**src/rtl/ahdlc_tx_pkg.sv**
```systemverilog
package ahdlc_tx_pkg;

  localparam int CHR_W = 8;
  localparam logic [CHR_W-1:0] ESC_XOR = 8'h20;
  localparam int CFG_AW = 3;

  typedef enum logic [CFG_AW-1:0] {
    CFG_OPEN  = 3'd0,
    CFG_CLOSE = 3'd1,
    CFG_ESC   = 3'd2,
    CFG_IDLE  = 3'd3,
    CFG_MAP   = 3'd4
  } cfg_addr_e;

  typedef enum logic [2:0] {
    ST_IDLE,
    ST_DATA,
    ST_ESC2,
    ST_FCS_LO,
    ST_FCS_HI,
    ST_CLOSE,
    ST_ABORT
  } tx_state_e;

endpackage

```
**src/rtl/ahdlc_tx_cfg.sv**
```systemverilog
module ahdlc_tx_cfg
  import ahdlc_tx_pkg::*;
#(
  parameter int MAP_W = 32,
  parameter logic [CHR_W-1:0] OPEN_RST  = 8'h7E,
  parameter logic [CHR_W-1:0] CLOSE_RST = 8'h7E,
  parameter logic [CHR_W-1:0] ESC_RST   = 8'h7D,
  parameter logic [CHR_W-1:0] IDLE_RST  = 8'hFF,
  parameter logic [MAP_W-1:0] MAP_RST   = '1
) (
  input  logic              clk,
  input  logic              rst_n,
  input  logic              wr,
  input  logic [CFG_AW-1:0] addr,
  input  logic [MAP_W-1:0]  wdata,
  output logic [CHR_W-1:0]  open_chr,
  output logic [CHR_W-1:0]  close_chr,
  output logic [CHR_W-1:0]  esc_chr,
  output logic [CHR_W-1:0]  idle_chr,
  output logic [MAP_W-1:0]  map
);

  always_ff @(posedge clk) begin
    if (!rst_n) begin
      open_chr  <= OPEN_RST;
      close_chr <= CLOSE_RST;
      esc_chr   <= ESC_RST;
      idle_chr  <= IDLE_RST;
      map       <= MAP_RST;
    end else if (wr) begin
      case (addr)
        CFG_OPEN:  open_chr  <= wdata[CHR_W-1:0];
        CFG_CLOSE: close_chr <= wdata[CHR_W-1:0];
        CFG_ESC:   esc_chr   <= wdata[CHR_W-1:0];
        CFG_IDLE:  idle_chr  <= wdata[CHR_W-1:0];
        CFG_MAP:   map       <= wdata;
        default: ;
      endcase
    end
  end

endmodule

```
**src/rtl/ahdlc_tx_esc.sv**
```systemverilog
module ahdlc_tx_esc
  import ahdlc_tx_pkg::*;
#(
  parameter int MAP_W = 32
) (
  input  logic [CHR_W-1:0] chr,
  input  logic [CHR_W-1:0] open_chr,
  input  logic [CHR_W-1:0] close_chr,
  input  logic [CHR_W-1:0] esc_chr,
  input  logic [MAP_W-1:0] map,
  output logic             need_esc
);

  localparam int IW = $clog2(MAP_W);

  logic in_map;
  assign in_map   = (chr < CHR_W'(MAP_W)) && map[chr[IW-1:0]];
  assign need_esc = in_map || (chr == open_chr) || (chr == close_chr) || (chr == esc_chr);

endmodule

```
**src/rtl/ahdlc_tx_crc.sv**
```systemverilog
module ahdlc_tx_crc
  import ahdlc_tx_pkg::*;
#(
  parameter int FCS_W = 16,
  parameter logic [FCS_W-1:0] POLY_R = 16'h8408,
  parameter logic [FCS_W-1:0] INIT   = '1
) (
  input  logic             clk,
  input  logic             rst_n,
  input  logic             init,
  input  logic             en,
  input  logic [CHR_W-1:0] data,
  output logic [FCS_W-1:0] crc
);

  function automatic logic [FCS_W-1:0] step(input logic [FCS_W-1:0] c, input logic [CHR_W-1:0] d);
    logic [FCS_W-1:0] r;
    r = c ^ FCS_W'(d);
    for (int i = 0; i < CHR_W; i++)
      r = r[0] ? ((r >> 1) ^ POLY_R) : (r >> 1);
    return r;
  endfunction

  always_ff @(posedge clk) begin
    if (!rst_n)     crc <= INIT;
    else if (init)  crc <= INIT;
    else if (en)    crc <= step(crc, data);
  end

endmodule

```
**src/rtl/ahdlc_tx_framer.sv**
```systemverilog
module ahdlc_tx_framer
  import ahdlc_tx_pkg::*;
#(
  parameter int MAP_W = 32,
  parameter int FCS_W = 16,
  parameter logic [CHR_W-1:0] OPEN_RST  = 8'h7E,
  parameter logic [CHR_W-1:0] CLOSE_RST = 8'h7E,
  parameter logic [CHR_W-1:0] ESC_RST   = 8'h7D,
  parameter logic [CHR_W-1:0] IDLE_RST  = 8'hFF,
  parameter logic [MAP_W-1:0] MAP_RST   = '1
) (
  input  logic              clk,
  input  logic              rst_n,
  input  logic              cfg_wr,
  input  logic [CFG_AW-1:0] cfg_addr,
  input  logic [MAP_W-1:0]  cfg_wdata,
  input  logic              stop_tx,
  input  logic              in_valid,
  output logic              in_ready,
  input  logic [CHR_W-1:0]  in_data,
  input  logic              in_last_buf,
  input  logic              in_last_frame,
  input  logic              in_irq,
  input  logic              in_cont,
  output logic              out_valid,
  input  logic              out_ready,
  output logic [CHR_W-1:0]  out_data,
  output logic              buf_done,
  output logic              buf_aborted,
  output logic              buf_keep,
  output logic              txb_event
);

  localparam int FCS_BYTES = FCS_W / CHR_W;

  logic [CHR_W-1:0] open_c, close_c, esc_c, idle_c;
  logic [MAP_W-1:0] map_c;
  logic [FCS_W-1:0] crc;
  logic [FCS_W-1:0] fcs;
  logic [CHR_W-1:0] fcs_byte [FCS_BYTES];

  tx_state_e        state_q, state_d, ret_q, ret_d;
  logic [CHR_W-1:0] hold_q, hold_d;
  logic             ov_q;
  logic [CHR_W-1:0] od_q;

  logic             adv, take, ld, crc_init, done_ok, done_abort, need_esc;
  logic [CHR_W-1:0] byte_d, cand;
  tx_state_e        target;

  ahdlc_tx_cfg #(
    .MAP_W(MAP_W), .OPEN_RST(OPEN_RST), .CLOSE_RST(CLOSE_RST),
    .ESC_RST(ESC_RST), .IDLE_RST(IDLE_RST), .MAP_RST(MAP_RST)
  ) u_cfg (
    .clk(clk), .rst_n(rst_n), .wr(cfg_wr), .addr(cfg_addr), .wdata(cfg_wdata),
    .open_chr(open_c), .close_chr(close_c), .esc_chr(esc_c), .idle_chr(idle_c), .map(map_c)
  );

  ahdlc_tx_crc #(.FCS_W(FCS_W)) u_crc (
    .clk(clk), .rst_n(rst_n), .init(crc_init), .en(take), .data(in_data), .crc(crc)
  );

  assign fcs = ~crc;
  for (genvar g = 0; g < FCS_BYTES; g++) begin : g_fcs
    assign fcs_byte[g] = fcs[g*CHR_W +: CHR_W];
  end

  always_comb begin
    case (state_q)
      ST_FCS_LO: cand = fcs_byte[0];
      ST_FCS_HI: cand = fcs_byte[FCS_BYTES-1];
      default:   cand = in_data;
    endcase
  end

  ahdlc_tx_esc #(.MAP_W(MAP_W)) u_esc (
    .chr(cand), .open_chr(open_c), .close_chr(close_c), .esc_chr(esc_c),
    .map(map_c), .need_esc(need_esc)
  );

  assign adv      = !ov_q || out_ready;
  assign in_ready = adv && (state_q == ST_DATA) && !stop_tx;
  assign take     = in_ready && in_valid;

  always_comb begin
    state_d    = state_q;
    ret_d      = ret_q;
    hold_d     = hold_q;
    ld         = 1'b0;
    byte_d     = od_q;
    crc_init   = 1'b0;
    done_ok    = 1'b0;
    done_abort = 1'b0;
    target     = ST_DATA;
    if (adv) begin
      case (state_q)
        ST_IDLE: begin
          ld = 1'b1;
          if (in_valid && !stop_tx) begin
            byte_d   = open_c;
            crc_init = 1'b1;
            state_d  = ST_DATA;
          end else begin
            byte_d = idle_c;
          end
        end
        ST_DATA: begin
          if (stop_tx) begin
            ld         = 1'b1;
            byte_d     = esc_c;
            done_abort = 1'b1;
            state_d    = ST_ABORT;
          end else if (in_valid) begin
            ld      = 1'b1;
            done_ok = in_last_buf;
            target  = (in_last_buf && in_last_frame) ? ST_FCS_LO : ST_DATA;
          end
        end
        ST_FCS_LO: begin ld = 1'b1; target = ST_FCS_HI; end
        ST_FCS_HI: begin ld = 1'b1; target = ST_CLOSE;  end
        ST_ESC2: begin
          ld      = 1'b1;
          byte_d  = hold_q;
          state_d = ret_q;
        end
        ST_CLOSE, ST_ABORT: begin
          ld      = 1'b1;
          byte_d  = close_c;
          state_d = ST_IDLE;
        end
        default: state_d = ST_IDLE;
      endcase
      // Shared transparency step for payload and FCS bytes
      if (ld && !done_abort && (state_q == ST_DATA || state_q == ST_FCS_LO || state_q == ST_FCS_HI)) begin
        if (need_esc) begin
          byte_d  = esc_c;
          hold_d  = cand ^ ESC_XOR;
          ret_d   = target;
          state_d = ST_ESC2;
        end else begin
          byte_d  = cand;
          state_d = target;
        end
      end
    end
  end

  always_ff @(posedge clk) begin
    if (!rst_n) begin
      state_q <= ST_IDLE;
      ret_q   <= ST_IDLE;
      hold_q  <= '0;
      ov_q    <= 1'b0;
      od_q    <= '0;
    end else begin
      state_q <= state_d;
      ret_q   <= ret_d;
      hold_q  <= hold_d;
      if (adv) begin
        ov_q <= ld;
        if (ld) od_q <= byte_d;
      end
    end
  end

  assign out_valid   = ov_q;
  assign out_data    = od_q;
  assign buf_done    = done_ok || done_abort;
  assign buf_aborted = done_abort;
  assign buf_keep    = done_ok ? in_cont : (done_abort && in_valid && in_cont);
  assign txb_event   = done_ok && in_irq;

  // a stalled output byte holds until taken
  p_out_hold_r10: assert property (@(posedge clk) disable iff (!rst_n)
    out_valid && !out_ready |=> out_valid && $stable(out_data));

  // input is accepted only when the output register can move
  p_in_gate_r10: assert property (@(posedge clk) disable iff (!rst_n)
    in_ready |-> (!out_valid || out_ready));

  // the escape character is offered while its partner byte waits
  p_esc_pair_r4: assert property (@(posedge clk) disable iff (!rst_n)
    (state_q == ST_ESC2) |-> out_valid && (out_data == esc_c));

  // abort begins with the escape character
  p_abort_esc_r9: assert property (@(posedge clk) disable iff (!rst_n)
    (state_q == ST_ABORT) |-> out_valid && (out_data == esc_c));

  // an event only accompanies a normal buffer completion
  p_txb_done_r8: assert property (@(posedge clk) disable iff (!rst_n)
    txb_event |-> buf_done && !buf_aborted);

  // the CRC does not move while its bytes are being sent
  p_fcs_frozen_r3: assert property (@(posedge clk) disable iff (!rst_n)
    (state_q == ST_FCS_LO || state_q == ST_FCS_HI) |=> $stable(crc));

  // the first byte of a frame is the opening flag
  p_open_flag_r2: assert property (@(posedge clk) disable iff (!rst_n)
    (state_q == ST_DATA) && ($past(state_q) == ST_IDLE) |-> out_data == open_c);

endmodule

```
**config.mk**
```make
export PLATFORM = sky130hd
export DESIGN_NAME = ahdlc_tx_framer
export DESIGN_NICKNAME = d
export VERILOG_FILES = /design/src/rtl/ahdlc_tx_pkg.sv /design/src/rtl/ahdlc_tx_cfg.sv /design/src/rtl/ahdlc_tx_esc.sv /design/src/rtl/ahdlc_tx_crc.sv /design/src/rtl/ahdlc_tx_framer.sv
export SDC_FILE = /design/constraint.sdc
export NUM_CORES = 1
export LEC_CHECK = 0
export BUFFER_PORTS_ARGS = -buffer_cell sky130_fd_sc_hd__buf_4
export CAP_MARGIN = 20
export CORE_ASPECT_RATIO = 1.1
export CORE_MARGIN = 10
export CORE_UTILIZATION = 40
export CTS_CLUSTER_DIAMETER = 120
export CTS_CLUSTER_SIZE = 25
export DETAILED_ROUTE_END_ITERATION = 10
export HOLD_SLACK_MARGIN = 0.03
export SLEW_MARGIN = 20
export SYNTH_ARGS = -nofsm -noshare
export SYNTH_HDL_FRONTEND = slang
export SYNTH_HIERARCHICAL = 1
export SYNTH_SLANG_ARGS = --single-unit
```
**constraint.sdc**
```tcl
create_clock -name clk -period 5 [get_ports clk]
set_input_delay 0.5 -clock clk [delete_from_list [all_inputs] [get_ports clk]]
set_output_delay 0.5 -clock clk [all_outputs]
set_load 0.03 [all_outputs]
```
==> results of run 1 <==
-- critical path: stages (launching register included) --
cell and delay (ns):
dfxtp_1 0.38, inv_1 0.12, ha_1 0.61, mux2i_1 0.22
a21oi_1 0.62, xor2_1 0.33, nor4_1 0.09, a211oi_1 0.33
o21ai_1 0.12, buf_4 0.20, or2_2 0.36, a211oi_1 0.21
a221o_1 0.15, mux2i_1 0.06, o21ai_0 0.16
-- layer usage --
layer / vias up / wire [um] / GRT usage [%]
li1: 2419 / - / -
met1: 2315 / 7330 / 18.6
met2: 122 / 8120 / 26.9
met3: 35 / 643 / 2.99
met4: 0 / 601 / 8.66
met5: - / 0 / 0
-- synth_stat cells, drive strengths merged, types with 3 or more instances --
library cell,n
o211ai,9
nand2b,3
xnor3,8
o21ai,35
mux4,8
xor2,12
nand4bb,3
or2,8
nor2b,98
o31ai,5
a221oi,7
dfxtp,103
a21oi,39
nand2,51
a22o,8
a31oi,3
a211oi,3
xnor2,29
nor2,15
nand4,5
ha,4
a22oi,8
inv,17
buf,27
and3,3
nor3,7
nand3,16
mux2i,90
clkbuf,23
-- sequential cells by signal (all words and copies together) (netlist names) --
signal,cells
u_cfg/idle_chr,8
u_cfg/esc_chr,8
out_valid,1
u_cfg/map,32
state_q,3
u_crc/crc,16
out_data,8
u_cfg/close_chr,8
ret_q,3
u_cfg/open_chr,8
hold_q,8
-- power breakdown --
| part | leakage [nW] | internal (mW) | total, mW | switching [mW] |
|---|---|---|---|---|
| registers | 0.839 | 0.881 | 0.950 | 0.0683 |
| logic | 1.99 | 0.451 | 1.06 | 0.614 |
| clock network | 0.143 | 0.400 | 0.715 | 0.315 |
-- cell type report --
class | count | area, sq um | area share (%)
flip-flops and latches | 103 | 2060 | 29.3
well taps | 196 | 245 | 3.48
clock inverters | 3 | 43.8 | 0.621
clock buffers | 12 | 246 | 3.50
repair buffers | 75 | 563 | 7.99
inverters | 18 | 67.6 | 0.959
multi-input cells | 499 | 3820 | 54.2
-- final timing paths --
path | from | to | slack [ns] | cells past startpoint
worst min-delay path | cfg_wdata[31] | u_cfg/map[31] | 0.40 | 3
worst max register to register | state_q[1] | out_data[5] | 0.95 | 14
worst min register to register | hold_q[0] | hold_q[0] | 0.46 | 2
worst max-delay path | state_q[1] | out_data[5] | 0.95 | 14
-- metrics by stage --
stage                     cell area (sq um)  cells  utilization (%)
after floorplan                        6200    670                -
after global placement                 6750    891             44.7
after detailed placement               6750    891             44.7
after CTS                              7040    906             46.6
after global routing                   7050    906             46.6
final                                  7050    906             46.6
-- kinds of logic (layout without fill, tap and decap cells) --
| family | after synthesis | after routing | synth area share (%) |
|---|---|---|---|
| adder cells (fa/ha/maj) | 4 | 4 | 0.807 |
| XOR/XNOR | 50 | 50 | 9.32 |
| flip-flops | 103 | 103 | 33.2 |
| multiplexers | 100 | 100 | 18.2 |
| buffers and inverters | 68 | 108 | 5.29 |
| AND/OR/NAND/NOR | 220 | 220 | 19.9 |
| AO/OA/AOI/OAI | 125 | 125 | 13.2 |
==> flow_summary_export.csv, run 1 <==
group,metric,value,unit
synth,ys.flop_type,"dfxtp_1",
floorplanning,die_w,139,um
timing,final_hold_viol_count,0,
cts,post-cts-setup-buffers,0,
timing,setup_violations,0,
floorplanning,start_util,41.0,%
synth,yosys-top-cells-area,"dfxtp_1 (33%), mux2i_1 (15%), nor2b_1 (9.9%), xnor2_1 (4.0%), nand2_1 (3.0%)",
routing,antenna_left,0,
cells_and_area,fillers,1423,
floorplanning,fp-row-count,47,
global_routing,antenna_found_initial,0,
global_routing,first_global_vias,5104,
cts,clockBufferDepth,2,
pwr,vdd_drop_max,0.168,mV
global_routing,grt_pass1_wl,27000,um
cts,cts_tree,"done",
cts,postCtsHoldBufs,0,
routing,dr.pass1.iters,5,
worst_setup_path,start_kind,"flip-flop",
routing,via_per_inst,5.40,
synth,synth_area,6200,sq um
timing,slew_viol_final,0,
routing,routed_wl,16700,um
synth,netlist_instances,670,
synth,synth_warnings,6,
cells_and_area,layout-drive-gt1-share,15.5,%
floorplanning,die_area,20900,sq um
cells_and_area,diodes,0,
timing,clock.fmax,247,MHz
cts,clock_sinks,103,
pwr,power,2.73,mW
synth,syn-num-nets,727,
worst_setup_path,timing.critical_path.required,5.27,ns
worst_setup_path,critPathMaxFanout,16,
cts,clkLatencyLatePin,0.36,ns
routing,vias,4891,
global_routing,grt_max_degree,84,
timing,tightestPinTransition,0.781,ns
outcome,status,"complete, no violations",
routing,post_drt_wl_per_cell,18.4,um
placed_design,globalplace.congestion,0.884,
timing,rsz0062_at_grt,"no",
global_routing,grt-ovfl-total,0,
timing,slew_headroom,47.2,%
cts,cts_resized,0,
cts,clkSlewWorstSetupHoldPaths,0.07,ns
placed_design,pre_cts_ws,1.00,ns
cts,cts_buffers,9,
worst_setup_path,end_kind,"flip-flop",
cells_and_area,layout_commonest_cell,"dfxtp_1",
pwr,power_leakage,2.97,nW
synth,synth_async_sr_flop_share,0,%
routing,drc,0,
timing,whs,0.401,ns
cells_and_area,layout_common_cells,"dfxtp_1 (103), nor2b_1 (98), mux2i_1 (90), buf_4 (75), nand2_1 (50)",
global_routing,track_usage,15.8,%
floorplanning,die_y,151,um
placed_design,hpwl,12500,um
synth,synth_top_area_share,33.2,%
pwr,p_per_area,387,nW/um^2
placed_design,numPortBuffers,66,
synth,syn_area_per_cell,9.26,sq um
flow_run,drv_cap,0,
timing,layout_min_cycle_time,4.05,ns
timing,fin_setup_tns,0,ns
synth,yosysTopAreaCell,"dfxtp_1",
cts,ctsHtreeMaxLevel,3,
cells_and_area,area_growth,13.6,%
synth,ys_seq_area_share,33.2,%
worst_setup_path,critical_path_class,"reg2reg",
synth,synth_cell_types,62,
floorplanning,coreArea,15100,sq um
routing,drtIter0Drc,270,
timing,fin_crit_sh,81.0,%
floorplanning,ioPinCount,67,
cts,cts-root-buf,"clkbuf_16",
synth,ys_seq_elements,103,
worst_setup_path,critPathArrivalTime,4.32,ns
worst_hold_path,min_path_type,"in2reg",
timing,setup_ws,0.949,ns
synth,synth_edf_count,0,
timing,fin_skew,0.00834,ns
cells_and_area,nNetsFinal,763,
Power figures use the tool's default switching activity.
==> run 2: changes to the inputs <==
--- a/config.mk
+++ b/config.mk
@@ -5,6 +5,7 @@
 export SDC_FILE = /design/constraint.sdc
 export NUM_CORES = 1
 export LEC_CHECK = 0
+export ABC_AREA = 1
 export BUFFER_PORTS_ARGS = -buffer_cell sky130_fd_sc_hd__buf_4
 export CAP_MARGIN = 20
 export CORE_ASPECT_RATIO = 1.1
==> constraint.sdc (replaced) <==
create_clock -name clk -period 4.1 [get_ports clk]
set_input_delay 0.41 -clock clk [delete_from_list [all_inputs] [get_ports clk]]
set_output_delay 0.41 -clock clk [all_outputs]
set_load 0.03 [all_outputs]
==> run 2 against run 1 <==
Sequential share of layout area rose by 1.0 points. Via count rose by 18%. Final cell count rose by 31%. Critical path depth rose by 7. Largest power group unchanged. Maximum frequency rose by 13%. Combinational power rose by 36%. Critical path type unchanged. Synthesized cell count rose by 40%.
==> flow_summary_export.csv, run 2 <==
group,metric,value,unit
pwr,vdd_drop_max,0.205,mV
synth,netlist_instances,941,
worst_hold_path,min_path_type,"in2reg",
routing,via_per_inst,4.85,
cts,clkLatencyLatePin,0.36,ns
cts,clock_sinks,103,
timing,final_hold_viol_count,0,
floorplanning,die_w,136,um
synth,synth_fa_ha_area_share,0.845,%
floorplanning,die_area,20100,sq um
synth,synth_cell_types,35,
synth,ys_seq_elements,103,
outcome,status,"complete, no violations",
cts,clockBufferDepth,2,
pwr,power_leakage,3.41,nW
timing,setup_violations,0,
timing,fin_crit_sh,87.7,%
floorplanning,coreArea,14400,sq um
cells_and_area,top_regs,"u_cfg/map (32), u_crc/crc (16)",
floorplanning,die_y,148,um
synth,synth_top_family_by_area,"simple AND/OR/NAND/NOR gates",
synth,synth_top_area_share,34.8,%
timing,slew_headroom,41.2,%
timing,rsz0062_at_grt,"no",
synth,synth_area,5920,sq um
floorplanning,ioPinCount,67,
cells_and_area,regMostFlops,"u_cfg/map",
cts,post-cts-setup-buffers,0,
floorplanning,fp-row-count,46,
synth,syn_area_per_cell,6.29,sq um
routing,vias,5768,
synth,ys.flop_type,"dfxtp_1",
global_routing,first_global_vias,5711,
routing,antenna_left,0,
timing,setup_ws,0.504,ns
worst_setup_path,worst-path-buf-inv,5,
timing,fin_setup_tns,0,ns
worst_setup_path,critPathSlowestCell,"inv_1",
cts,clkSlewWorstSetupHoldPaths,0.07,ns
cells_and_area,layout_common_cells,"nand2_1 (357), nand3_1 (150), dfxtp_1 (103), nor2_1 (87), buf_4 (71)",
worst_setup_path,critPathArrivalTime,3.86,ns
synth,synth_compound_area_share,3.32,%
worst_setup_path,cpPeakStageDelay,0.42,ns
placed_design,placed_cells,1173,
placed_design,pre_cts_ws,0.540,ns
pwr,p_clk_share,24.6,%
pwr,p_per_area,508,nW/um^2
cells_and_area,diodes,0,
cells_and_area,nNetsFinal,1049,
global_routing,grt-ovfl-total,0,
placed_design,hpwl,12500,um
routing,dr.pass1.iters,5,
worst_setup_path,path_delay_family,"simple AND/OR/NAND/NOR gates",
cts,postCtsHoldBufs,0,
worst_setup_path,cp_common_cell,"nand2_1",
worst_setup_path,end_kind,"flip-flop",
synth,syn-num-nets,998,
timing,fin_skew,0.00765,ns
global_routing,antenna_found_initial,0,
pwr,combPwrFrac,41.6,%
global_routing,grt_max_degree,84,
synth,synthMuxAreaShare,0,%
cells_and_area,layout_commonest_cell,"nand2_1",
worst_setup_path,timing.critical_path.required,4.36,ns
worst_setup_path,critical_path_class,"reg2reg",
routing,routed_wl,16700,um
placed_design,numPortBuffers,66,
timing,layout_min_cycle_time,3.60,ns
synth,synth_edf_count,0,
synth,yosys.cell_count.top_type,"nand2_1",
routing,drc,0,
global_routing,track_usage,16.8,%
cts,cts_tree,"done",
worst_setup_path,start_kind,"flip-flop",
worst_setup_path,critPathMaxFanout,14,
routing,drtIter0Drc,369,
pwr,p_sw,1.42,mW
routing,post_drt_wl_per_cell,14.0,um
cells_and_area,instances_no_fill,1189,
cts,cts_resized,0,
floorplanning,start_util,41.0,%
cells_and_area,largest_reg_flops,32,
global_routing,grt_pass1_wl,27700,um
synth,yosys-top-cells-area,"dfxtp_1 (35%), nand2_1 (23%), nand3_1 (13%), nor2_1 (5.5%), inv_1 (3.9%)",
cts,cts-root-buf,"clkbuf_16",
synth,yosysTopAreaCell,"dfxtp_1",
flow_run,drv_cap,0,
synth,synthSimpleGateAreaFrac,48.6,%
cells_and_area,area_growth,14.9,%
timing,slew_viol_final,0,
pwr,intPower,2.03,mW
synth,synth.top_cells.by_count,"nand2_1 (357), nand3_1 (150), dfxtp_1 (103), nor2_1 (87), inv_1 (61)",
cells_and_area,layout-drive-gt1-share,14.3,%
worst_setup_path,cp_cell_sequence,"inv_1 -> ha_1 -> nand2_2 -> nand2_1 -> inv_2 -> nand2_1 -> nand3_1 -> inv_2 -> or2_0 -> nand4_1 -> nor2_1 -> nand2_1 -> o21ai_1 -> nor2_1 -> nand2_1 -> inv_1 -> nand4_1 -> nand2_1 -> nand3_1 -> nand2_1 -> inv_1",
pwr,p_seq_share,33.8,%
synth,ys_seq_area_share,34.8,%
timing,tightestPinTransition,0.883,ns
placed_design,globalplace.congestion,0.879,
cts,cts_buffers,9,
synth,synth_async_sr_flop_share,0,%
cts,ctsHtreeMaxLevel,3,
pwr,swShare,41.2,%
timing,clock.fmax,278,MHz
synth,synth-xor-area-share,4.44,%
synth,synth_warnings,6,
## run 2: cell count changes in the layout (fill, tap and decap cells not counted), moves of 15 or more
cell | previous run | this run
a21oi_1 | 37 | 22
inv_1 | 17 | 61
mux2i_1 | 90 | 0
nand2_1 | 50 | 357
nand3_1 | 15 | 150
nor2_1 | 15 | 87
nor2b_1 | 98 | 1
o21ai_0 | 24 | 3
## run 2: worst register-to-register path, stage by stage (launching register included)
cell and delay (ns):
dfxtp_1 0.38, inv_1 0.09, ha_1 0.25, nand2_2 0.16, nand2_1 0.13, inv_2 0.13, nand2_1 0.06, nand3_1 0.37
inv_2 0.19, or2_0 0.24, nand4_1 0.10, nor2_1 0.05, nand2_1 0.05, o21ai_1 0.06, nor2_1 0.08, nand2_1 0.20
inv_1 0.42, nand4_1 0.21, nand2_1 0.14, nand3_1 0.09, nand2_1 0.09, inv_1 0.03
## run 2: power by group through the flow
stage | registers, mW | clock network [mW] | logic, mW
floorplan | 1.24 | 0 | 1.02
global placement | 1.19 | 0 | 1.43
detailed placement | 1.19 | 0 | 1.44
CTS | 1.17 | 0.869 | 1.44
global route | 1.18 | 0.915 | 1.64
finish | 1.17 | 0.850 | 1.44
## run 2: area by class of cell
type	instances	area (sq um)
well taps	192	240
clock buffers	12	256
clock inverters	4	36.3
repair buffers	71	533
fillers	1569	7640
multi-input cells	733	3400
inverters	74	280
flip-flops and latches	103	2060
## run 2: final timing paths
kind,from,endpoint,slack (ns),cells past startpoint
min,cfg_wdata[26],u_cfg/map[26],0.26,3
max,state_q[0],out_data[1],0.50,21
max reg2reg,state_q[0],out_data[1],0.50,21
min reg2reg,u_cfg/map[3],u_cfg/map[3],0.46,2
## run 2: layer usage
metal / part of all wire [%] / GRT usage [%] / vias to the layer above
met5: 0 / 0 / -
met4: 1.8 / 5.86 / 0
met3: 4.3 / 3.02 / 22
met2: 47 / 27.4 / 95
met1: 47 / 21.8 / 2574
li1: - / - / 3077
## run 2: per-stage QoR
stage | power (mW) | area (sq um) | hold WS, ns | util (%)
detailed placement | 2.63 | 6510 | 0.445 | 45.0
CTS | 3.48 | 6800 | 0.253 | 47.1
floorplan | 2.25 | 5920 | 0.429 | -
finish | 3.45 | 6800 | 0.259 | 47.1
global route | 3.74 | 6800 | 0.259 | 47.1
global placement | 2.62 | 6510 | 0.439 | 45.0
## run 2: logic make-up after synthesis
logic type / after synthesis
simple gates: 662
buf+inv: 105
flops: 103
compound gates: 37
xor+xnor: 30
fa+ha+maj: 4
